File: src/rtl/cfgi2c_pkg.sv
`timescale 1ns/1ps
package cfgi2c_pkg;

  typedef enum logic [2:0] {
    S_IDLE, S_ADDR, S_PTR, S_WDATA, S_ACK, S_RDATA, S_RACK
  } bus_state_t;

  typedef enum logic [1:0] {
    AK_PTR, AK_WR, AK_RD
  } ack_next_t;

  // Compare the received address byte with the base address; the strap replaces one bit.
  function automatic logic dev_match(input logic [7:0] rx, input logic [6:0] base,
                                     input logic strap, input int pos);
    logic [6:0] want;
    want = base;
    want[pos] = strap;
    return rx[7:1] == want;
  endfunction

  // Read/write flag from the address byte.
  function automatic logic is_read(input logic [7:0] rx);
    return rx[0];
  endfunction

endpackage

File: src/rtl/i2c_line_sampler.sv
`timescale 1ns/1ps
module i2c_line_sampler #(
  parameter int SYNC_STAGES = 2,
  parameter int HOLD_CLKS   = 4
) (
  input  logic clk,
  input  logic rst_n,
  input  logic scl_i,
  input  logic sda_i,
  output logic scl_s,
  output logic sda_s,
  output logic scl_rise,
  output logic scl_fall,
  output logic scl_fall_late,
  output logic start_det,
  output logic stop_det
);
  logic [SYNC_STAGES-1:0] scl_sync, sda_sync;
  logic scl_q, sda_q;
  logic [HOLD_CLKS-1:0] fall_pipe;

  always_ff @(posedge clk or negedge rst_n) begin
    if (!rst_n) begin
      scl_sync  <= '1;
      sda_sync  <= '1;
      scl_q     <= 1'b1;
      sda_q     <= 1'b1;
      fall_pipe <= '0;
    end else begin
      scl_sync  <= {scl_sync[SYNC_STAGES-2:0], scl_i};
      sda_sync  <= {sda_sync[SYNC_STAGES-2:0], sda_i};
      scl_q     <= scl_s;
      sda_q     <= sda_s;
      fall_pipe <= {fall_pipe[HOLD_CLKS-2:0], scl_fall};
    end
  end

  assign scl_s         = scl_sync[SYNC_STAGES-1];
  assign sda_s         = sda_sync[SYNC_STAGES-1];
  assign scl_rise      = scl_s & ~scl_q;
  assign scl_fall      = ~scl_s & scl_q;
  assign scl_fall_late = fall_pipe[HOLD_CLKS-1];
  assign start_det     = scl_s & scl_q & sda_q & ~sda_s;
  assign stop_det      = scl_s & scl_q & ~sda_q & sda_s;
endmodule

File: src/rtl/cfg_reg_bank.sv
`timescale 1ns/1ps
module cfg_reg_bank #(
  parameter int NUM_REGS = 16,
  parameter int BYTE_W   = 8,
  localparam int PTR_W   = $clog2(NUM_REGS)
) (
  input  logic                       clk,
  input  logic                       rst_n,
  input  logic                       we,
  input  logic [PTR_W-1:0]           waddr,
  input  logic [BYTE_W-1:0]          wdata,
  input  logic [PTR_W-1:0]           raddr,
  output logic [BYTE_W-1:0]          rdata,
  output logic [NUM_REGS*BYTE_W-1:0] flat
);
  for (genvar g = 0; g < NUM_REGS; g++) begin : g_reg
    logic [BYTE_W-1:0] r_q;
    always_ff @(posedge clk or negedge rst_n) begin
      if (!rst_n) r_q <= '0;
      else if (we && waddr == PTR_W'(g)) r_q <= wdata;
    end
    assign flat[g*BYTE_W +: BYTE_W] = r_q;
  end

  assign rdata = flat[raddr*BYTE_W +: BYTE_W];
endmodule

File: src/rtl/i2c_cfg_regfile.sv
`timescale 1ns/1ps
module i2c_cfg_regfile #(
  parameter int         NUM_REGS    = 16,
  parameter logic [6:0] DEV_BASE    = 7'h58,
  parameter int         STRAP_POS   = 2,
  parameter int         SYNC_STAGES = 2,
  parameter int         HOLD_CLKS   = 4,
  localparam int        BYTE_W      = 8,
  localparam int        PTR_W       = $clog2(NUM_REGS),
  localparam int        CFG_W       = NUM_REGS * BYTE_W
) (
  input  logic             clk,
  input  logic             rst_n,
  input  logic             scl_i,
  input  logic             sda_i,
  input  logic             addr_sel,
  output logic             sda_oe,
  output logic [CFG_W-1:0] cfg_bits
);
  import cfgi2c_pkg::*;

  logic scl_s, sda_s, scl_rise, scl_fall, scl_fall_late, start_det, stop_det;
  bus_state_t         state;
  ack_next_t          ack_next;
  logic [BYTE_W-1:0]  rx_sh, tx_sh, rd_byte;
  logic [3:0]         bit_cnt;
  logic [PTR_W-1:0]   ptr;
  logic               mst_ack;
  logic               byte_done, reg_we, addr_hit, in_ack, in_idle, bus_evt;

  i2c_line_sampler #(.SYNC_STAGES(SYNC_STAGES), .HOLD_CLKS(HOLD_CLKS)) u_sampler (
    .clk(clk), .rst_n(rst_n), .scl_i(scl_i), .sda_i(sda_i),
    .scl_s(scl_s), .sda_s(sda_s), .scl_rise(scl_rise), .scl_fall(scl_fall),
    .scl_fall_late(scl_fall_late), .start_det(start_det), .stop_det(stop_det)
  );

  assign byte_done = scl_fall && (bit_cnt == 4'd8);
  assign reg_we    = (state == S_WDATA) && byte_done;
  assign addr_hit  = dev_match(rx_sh, DEV_BASE, addr_sel, STRAP_POS);
  assign in_ack    = (state == S_ACK);
  assign in_idle   = (state == S_IDLE);
  assign bus_evt   = start_det | stop_det;

  cfg_reg_bank #(.NUM_REGS(NUM_REGS), .BYTE_W(BYTE_W)) u_bank (
    .clk(clk), .rst_n(rst_n), .we(reg_we), .waddr(ptr), .wdata(rx_sh),
    .raddr(ptr), .rdata(rd_byte), .flat(cfg_bits)
  );

  always_ff @(posedge clk or negedge rst_n) begin
    if (!rst_n) begin
      state    <= S_IDLE;
      ack_next <= AK_PTR;
      rx_sh    <= '0;
      tx_sh    <= '0;
      bit_cnt  <= '0;
      ptr      <= '0;
      mst_ack  <= 1'b0;
    end else if (start_det) begin
      state   <= S_ADDR;
      bit_cnt <= '0;
    end else if (stop_det) begin
      state   <= S_IDLE;
      bit_cnt <= '0;
    end else begin
      case (state)
        S_ADDR, S_PTR, S_WDATA: begin
          if (scl_rise) begin
            rx_sh   <= {rx_sh[BYTE_W-2:0], sda_s};
            bit_cnt <= bit_cnt + 4'd1;
          end else if (byte_done) begin
            bit_cnt <= '0;
            if (state == S_ADDR) begin
              if (addr_hit) begin
                state    <= S_ACK;
                ack_next <= is_read(rx_sh) ? AK_RD : AK_PTR;
              end else begin
                state <= S_IDLE;
              end
            end else if (state == S_PTR) begin
              ptr      <= rx_sh[PTR_W-1:0];
              state    <= S_ACK;
              ack_next <= AK_WR;
            end else begin
              ptr      <= ptr + 1'b1;
              state    <= S_ACK;
              ack_next <= AK_WR;
            end
          end
        end
        S_ACK: begin
          if (scl_fall) begin
            bit_cnt <= '0;
            case (ack_next)
              AK_RD: begin
                state <= S_RDATA;
                tx_sh <= rd_byte;
              end
              AK_PTR:  state <= S_PTR;
              default: state <= S_WDATA;
            endcase
          end
        end
        S_RDATA: begin
          if (scl_rise) begin
            bit_cnt <= bit_cnt + 4'd1;
          end else if (scl_fall) begin
            if (bit_cnt == 4'd8) begin
              state   <= S_RACK;
              bit_cnt <= '0;
              ptr     <= ptr + 1'b1;
            end else begin
              tx_sh <= {tx_sh[BYTE_W-2:0], 1'b0};
            end
          end
        end
        S_RACK: begin
          if (scl_rise) begin
            mst_ack <= ~sda_s;
          end else if (scl_fall) begin
            if (mst_ack) begin
              state <= S_RDATA;
              tx_sh <= rd_byte;
            end else begin
              state <= S_IDLE;
            end
          end
        end
        default: ;
      endcase
    end
  end

  // The SDA drive changes only a few clocks after the SCL falling edge.
  always_ff @(posedge clk or negedge rst_n) begin
    if (!rst_n)             sda_oe <= 1'b0;
    else if (bus_evt)       sda_oe <= 1'b0;
    else if (scl_fall_late) sda_oe <= in_ack || (state == S_RDATA && !tx_sh[BYTE_W-1]);
  end
endmodule

File: config.mk
export PLATFORM = sky130hd
export DESIGN_NAME = i2c_cfg_regfile
export DESIGN_NICKNAME = d
export VERILOG_FILES = /design/src/rtl/cfgi2c_pkg.sv /design/src/rtl/i2c_line_sampler.sv /design/src/rtl/cfg_reg_bank.sv /design/src/rtl/i2c_cfg_regfile.sv
export SDC_FILE = /design/constraint.sdc
export NUM_CORES = 1
export LEC_CHECK = 0
export BUFFER_PORTS_ARGS = -buffer_cell sky130_fd_sc_hd__buf_2
export CELL_PAD_IN_SITES_DETAIL_PLACEMENT = 1
export CELL_PAD_IN_SITES_GLOBAL_PLACEMENT = 1
export CORE_MARGIN = 4
export CORE_UTILIZATION = 46
export CTS_CLUSTER_SIZE = 14
export DETAILED_ROUTE_END_ITERATION = 12
export HOLD_SLACK_MARGIN = 0.06
export PLACE_DENSITY = 0.89
export REMOVE_ABC_BUFFERS = 1
export SLEW_MARGIN = 20
export SYNTH_ARGS = -nofsm -noshare
export SYNTH_HDL_FRONTEND = slang
export SYNTH_SLANG_ARGS = --single-unit
File: constraint.sdc
create_clock -name clk -period 2.85 [get_ports clk]
set_clock_uncertainty 0.05 [all_clocks]
set_input_delay 0.1425 -clock clk [delete_from_list [all_inputs] [get_ports clk]]
set_output_delay 0.1425 -clock clk [all_outputs]
set_load 0.005 [all_outputs]
# ---- Yosys cells after proc, flatten, opt, wreduce, memory -nomap -nowiden
# Cells that the tools add are included.
dict set report op_classes {
  n_addsub 2
  eq_ne 48
  n_shift 1
  muxes 46
  bitwise 15
  reduce_logical 36
}
# operator count
set ops {}
lappend ops {{indexed part select 128 x 8 -> 8 bit} 1}
lappend ops {{2-to-1 mux 8 bit} 8}
lappend ops {{2-to-1 mux 4 bit} 15}
lappend ops {{2-to-1 mux 3 bit} 13}
lappend ops {{equality test 4 bit, second input constant} 9}
lappend ops {{!= test 4 bit, second input constant} 8}
lappend ops {{!= test 2 bit, second input constant} 12}
lappend ops {{one-hot mux 8 bit (3 select lines)} 1}
lappend ops {{logical AND 1 bit} 19}
lappend ops {{AND reduction 9 bit} 2}
lappend ops {{equality test 4 x 3 -> 1 bit, second input constant} 4}
lappend ops {{!= test 5 bit, second input constant} 3}
lappend ops {{one-hot mux 3 bit (4 select lines)} 1}
lappend ops {{one-hot mux 4 bit (3 select lines)} 1}
lappend ops {{AND reduction 11 bit} 1}
lappend ops {{equality test 3 bit, second input constant} 3}
lappend ops {{adder 4 x 1 -> 4 bit, second input constant} 2}
lappend ops {{equality test 4 x 2 -> 1 bit, second input constant} 2}
lappend ops {{one-hot mux 4 bit (2 select lines)} 1}
lappend ops {{AND reduction 4 bit} 2}
lappend ops {{AND 1 bit} 7}
lappend ops {{equality test 7 bit} 1}
lappend ops {{NOT 1 bit} 7}
lappend ops {{equality test 3 x 2 -> 1 bit, second input constant} 2}
lappend ops {{other kinds (19)} 23}
dict set report word_totals {
  register_bits 169
  input_bits 5
  out_inout_bits 129
  word_cells 177
}

# ---- Longest topological paths before layout
dict set report depth {
  ltp_word 8
  ltp_mapped 8
  depth_no_buf 7
}

# ---- Cells and area by module
# Synthesis repeated with hierarchy kept, for this count alone.
dict set report unflattened {
  hier_cells 555
  hier_area_um2 7997.7
}
# mod n_inst cells_per_inst area_each_um2 seq_area_each_um2
set modules_own_cells {}
lappend modules_own_cells {cfg_reg_bank 1 364 5891.9 3203.1}
lappend modules_own_cells {i2c_cfg_regfile 1 177 1815.5 775.7}
lappend modules_own_cells {i2c_line_sampler 1 14 290.3 257.7}

# ---- Worst setup path after synthesis
# No wires, ideal clock.
dict set report synth_timing {
  kind {register -> register}
  start {register ptr[1]}
  end {register u_bank.g_reg[13].r_q[0]}
  setup_time_ns 0.125
  arrival_ns 1.865
  required_ns 2.675
  setup_slack_ns 0.810
  path_stages_with_launch 9
  n_path_buf 3
  synth_period_minus_slack_ns 2.040
  path_cell_list {dfrtp_1 > buf_4 > clkbuf_1 > inv_1 > ha_1 > and2_1 > buf_2 > nand2_2 > mux2_2}
}
dict set report synth_via {
  elab_chain_len 2
}
# item line
set synth_rtl {}
lappend synth_rtl {{start: declaration} i2c_cfg_regfile.sv:27} ;# logic [PTR_W-1:0] ptr;
lappend synth_rtl {{start signal: assignment} i2c_cfg_regfile.sv:80} ;# ptr <= rx_sh[PTR_W-1:0];
lappend synth_rtl {{start signal: assignment} i2c_cfg_regfile.sv:84} ;# ptr <= ptr + 1'b1;
lappend synth_rtl {{start signal: assignment} i2c_cfg_regfile.sv:110} ;# ptr <= ptr + 1'b1;
lappend synth_rtl {{equality test 4 bit} cfg_reg_bank.sv:20} ;# else if (we && waddr == PTR_W'(g)) r_q <= wdata;
lappend synth_rtl {{logical AND 1 bit} cfg_reg_bank.sv:20}
lappend synth_rtl {{end signal: assignment} cfg_reg_bank.sv:20}
lappend synth_rtl {{end: declaration} cfg_reg_bank.sv:17} ;# logic [BYTE_W-1:0] r_q;
# Every way passes these cells.
# A chain may end at the register's enable or synchronous reset.

# ---- Worst setup path after layout
dict set report layout_timing {
  start {register u_sampler.scl_q}
  end {register u_bank.g_reg[0].r_q[3]}
}
dict set report layout_via {
  elab_chain_len 4
}
# item line
set layout_rtl {}
lappend layout_rtl {{start: declaration} i2c_line_sampler.sv:19} ;# logic scl_q, sda_q;
lappend layout_rtl {{start signal: assignment} i2c_line_sampler.sv:32} ;# scl_q <= scl_s;
lappend layout_rtl {{AND 1 bit} i2c_line_sampler.sv:41} ;# assign scl_fall = ~scl_s & scl_q;
lappend layout_rtl {{via scl_fall} i2c_cfg_regfile.sv:22} ;# logic scl_s, sda_s, scl_rise, scl_fall, scl_fall_late, start_det, stop_det;
lappend layout_rtl {{logical AND 1 bit} i2c_cfg_regfile.sv:37} ;# assign byte_done = scl_fall && (bit_cnt == 4'd8);
lappend layout_rtl {{logical AND 1 bit} i2c_cfg_regfile.sv:38} ;# assign reg_we = (state == S_WDATA) && byte_done;
lappend layout_rtl {{logical AND 1 bit} cfg_reg_bank.sv:20}
lappend layout_rtl {{end signal: assignment} cfg_reg_bank.sv:20}
lappend layout_rtl {{end: declaration} cfg_reg_bank.sv:17}
# The timed path passes the listed nets, and every way through them passes these cells.

==> qor.csv <==
stage,metric,value,unit
placement,place_congestion,0.863,
global_routing,grt_pass1_wl,41300,um
placement,numPortBuffers,133,
timing,max_slew.worst_pin.slew,0.952,ns
route,drc,0,
setup_path,crit_chain,ha_1 -> nand2b_1 -> nor3_1 -> and2_1 -> nand2_2 -> mux2_2,
global_routing,grt_pass1_vias,6488,
placement,dp_hpwl,17300,um
yosys,synthesis.area,7960,um2
placement,placed_area,8830,um2
final_layout,fin_util,56.3,%
cts,clock_latency,0.43,ns
timing,hold_violations,0,
timing,post-route-min-period,2.70,ns
setup_path,rr_startpoint,u_sampler.scl_q,
final_layout,drive_above_1_share,50.9,%
setup_path,crit_family,simple AND/OR/NAND/NOR gates,
yosys,synth_edf_count,0,
setup_path,crit_fanout,9,
timing,max_freq,370,MHz
floorplanning,dieHeight,140,um
setup_path,arrival,2.96,ns
cts,post_cts_buffers,0,
global_routing,grt_start_max_net_pins,72,
floorplanning,start_util,47.5,%
yosys,ys.flop_type,dfrtp_1,
yosys,yosysWarnings,0,
floorplanning,die-area,19500,um2
route,dr_total_vias,5793,
timing,tns,0,ns
pwr,power_frac_seq,49.7,%
timing,finalMaxSlewViolations,0,
cts,cts.sinks,169,
timing,setup_viol,0,
setup_path,r2r_setup_slack,0.15,ns
final_layout,seq_area,4240,um2
worst_hold_path,min_path_type,input port to async pin,
yosys,synth-seq-cells,169,
final_layout,final_nets,724,
cts,ctsLongestPathBuffers,2,
setup_path,start_kind,flop,
floorplanning,dieWidth,140,um
setup_path,worst_path_max_delay_cell,dfstp_2,
cts,cts_root_buf,clkbuf_16,
final_layout,fillCellCount,1685,
pwr,pwr-share-clk,42.0,%
setup_path,cp-end-kind,flop,
cts,clk_pin_slew,0.07,ns
status,status,"complete, no violations",
global_routing,antenna_found_initial,0,
cts,cts_resized,0,
setup_path,crit_buf_inv,0,
cts,htree_levels,4,
pwr,p_sw,0.00158,W
route,routed_wl,26200,um
timing,hold_ws,0.287,ns
setup_path,r2r_cells,6,
timing,setup_ws,0.145,ns
cts,cts_tree,built,
yosys,syn_inst,583,
floorplanning,boundaryPins,134,
route,viasPerCell,6.14,
setup_path,cp.required,3.11,ns
job,drv_cap,0,
floorplanning,placementRows,47,
setup_path,cpPeakStageDelay,0.55,ns
timing,fin_crit_sh,94.9,%
setup_path,r2r_end,u_bank.g_reg[0].r_q[3],
timing,max-slew-margin-rel,36.5,%
yosys,syn_area_per_cell,13.6,um2
cts,cts_made_buffers,17,
yosys,synth.yosys.seq_area_share,53.3,%
route,drt_iter0_markers,482,
global_routing,overflow,0,
route,final_antenna_net_count,0,
pwr,p_sw_share,28.8,%
global_routing,grt_use_total,27.8,%
setup_path,critPathKind,flop to flop,
timing,rsz0062_at_grt,false,
pwr,p_int,0.00389,W
pwr,p_leak,4.83,nW
final_layout,diodes,0,
yosys,synth_cell_type_count,53,
floorplanning,design.core.area,16800,um2
route,dr.pass1.iters,6,
final_layout,multi_input_area,3480,um2
final_layout,area_growth,18.6,%
final_layout,fin_area,9430,um2
pwr,power_density,580,nW/um2
yosys,ys_async_sr_fraction,100,%
route,wl_per_cell,27.8,um
placement,dp_slack,0.345,ns
pwr,irDropWorstVdd,0.397,mV
pwr,comb_power_share,8.3,%
==> how the worst max path moves through the flow <==
stage / from / endpoint / slack, ns / cells past startpoint
floorplan: ptr[0] / tx_sh[6] / -0.11 / 5
global placement: u_sampler.scl_q / u_bank.g_reg[0].r_q[7] / 0.46 / 6
global route: u_sampler.scl_q / u_bank.g_reg[6].r_q[3] / 0.04 / 6
CTS: u_sampler.scl_q / u_bank.g_reg[10].r_q[6] / 0.21 / 6
finish: u_sampler.scl_q / u_bank.g_reg[0].r_q[3] / 0.15 / 6
detailed placement: u_sampler.scl_q / u_bank.g_reg[0].r_q[3] / 0.34 / 6
==> logic make-up (layout without fill, tap and decap cells) <==
family / count (synthesis) / count (layout) / share of synthesized area [%]
AO/OA/AOI/OAI: 73 / 73 / 5.60
XOR/XNOR: 2 / 2 / 0.220
adder cells (fa/ha/maj): 9 / 9 / 1.42
buffers and inverters: 52 / 192 / 2.97
flip-flops: 169 / 169 / 53.3
multiplexers: 174 / 174 / 29.1
AND/OR/NAND/NOR: 104 / 104 / 7.42
==> what timing repair did <==
item | 4_1_cts | 5_1_grt
endpoints found under the hold margin | 64 | 0
endpoints found under the setup margin | 0 | 0
hold buffers | 3 | 0
==> sequential cells by signal, summed over array words and instances, names as in the netlist <==
name and flops:
u_bank.g.r_q 128, rx_sh 8, tx_sh 8, bit_cnt 4, ptr 4, u_sampler.fall_pipe 4
state 3, ack_next 2, u_sampler.scl_sync 2, u_sampler.sda_sync 2, mst_ack 1, sda_oe 1
u_sampler.scl_q 1, u_sampler.sda_q 1
==> metal layers <==
layer  vias up  GRT usage [%]  part of all wire, %
met2       294           47.1                   51
li1       2385              -                    -
met1      3019           34.0                   39
met3        95           6.04                  5.9
met4         0           13.2                  4.8
met5         -              0                    0
==> power by group through the flow <==
| stage | Clock (W) | Combinational, W | Sequential [W] |
|---|---|---|---|
| after floorplan | 0 | 0.000200 | 0.00269 |
| after global placement | 0 | 0.000414 | 0.00273 |
| after detailed placement | 0 | 0.000448 | 0.00275 |
| after CTS | 0.00231 | 0.000454 | 0.00271 |
| after global routing | 0.00242 | 0.000505 | 0.00273 |
| final | 0.00230 | 0.000455 | 0.00272 |
==> placed cells by master, fill, tap and decap left out, types with 3 or more instances in the layout <==
master	count
nand3b_1	3
clkinvlp_4	3
o21ai_0	16
a21oi_1	23
a211oi_1	3
mux2_1	10
nor3_1	12
mux2_2	129
dfrtp_1	162
and2_1	6
buf_2	132
inv_6	5
dlygate4sd3_1	3
nor2_1	17
o22ai_1	13
inv_1	9
mux4_2	32
nand2_1	18
clkinv_4	3
buf_4	14
dfstp_2	6
clkbuf_16	17
mux2i_1	3
nand2_2	16
ha_1	9
nand2b_1	13
==> final cells by class <==
type	count	area share, %
sequential	169	44.9
multi-input combinational	362	36.9
timing repair buffer	151	8.77
clock buffer	18	4.66
tap	220	2.92
clock inverter	14	1.47
inverter	9	0.358
==> cell usage after synthesis (3+ instances only) <==
| cell type | count | area [um2] |
|---|---|---|
| nand3b_1 | 3 | 22.5 |
| nand2_1 | 18 | 67.6 |
| dfstp_2 | 6 | 158 |
| and2_1 | 6 | 37.5 |
| nor2_1 | 17 | 63.8 |
| inv_1 | 9 | 33.8 |
| mux4_2 | 32 | 721 |
| o22ai_1 | 13 | 81.3 |
| buf_2 | 9 | 45.0 |
| a21oi_1 | 23 | 115 |
| mux2_1 | 10 | 113 |
| ha_1 | 9 | 113 |
| a211oi_1 | 3 | 22.5 |
| mux2_2 | 129 | 1450 |
| clkbuf_1 | 25 | 93.8 |
| nand2b_1 | 13 | 81.3 |
| o21ai_0 | 16 | 80.1 |
| mux2i_1 | 3 | 30.0 |
| dfrtp_1 | 163 | 4080 |
| nand2_2 | 16 | 100 |
| nor3_1 | 12 | 60.1 |
| buf_4 | 6 | 45.0 |
==> per-stage QoR <==
stage / instances / total power [W]
5_1_grt: 943 / 0.00565
3_5_place_dp: 908 / 0.00320
2_1_floorplan: 540 / 0.00289
3_3_place_gp: 908 / 0.00314
4_1_cts: 943 / 0.00547
6_report: 943 / 0.00547
Note: power is estimated with default switching activity, not from simulation.
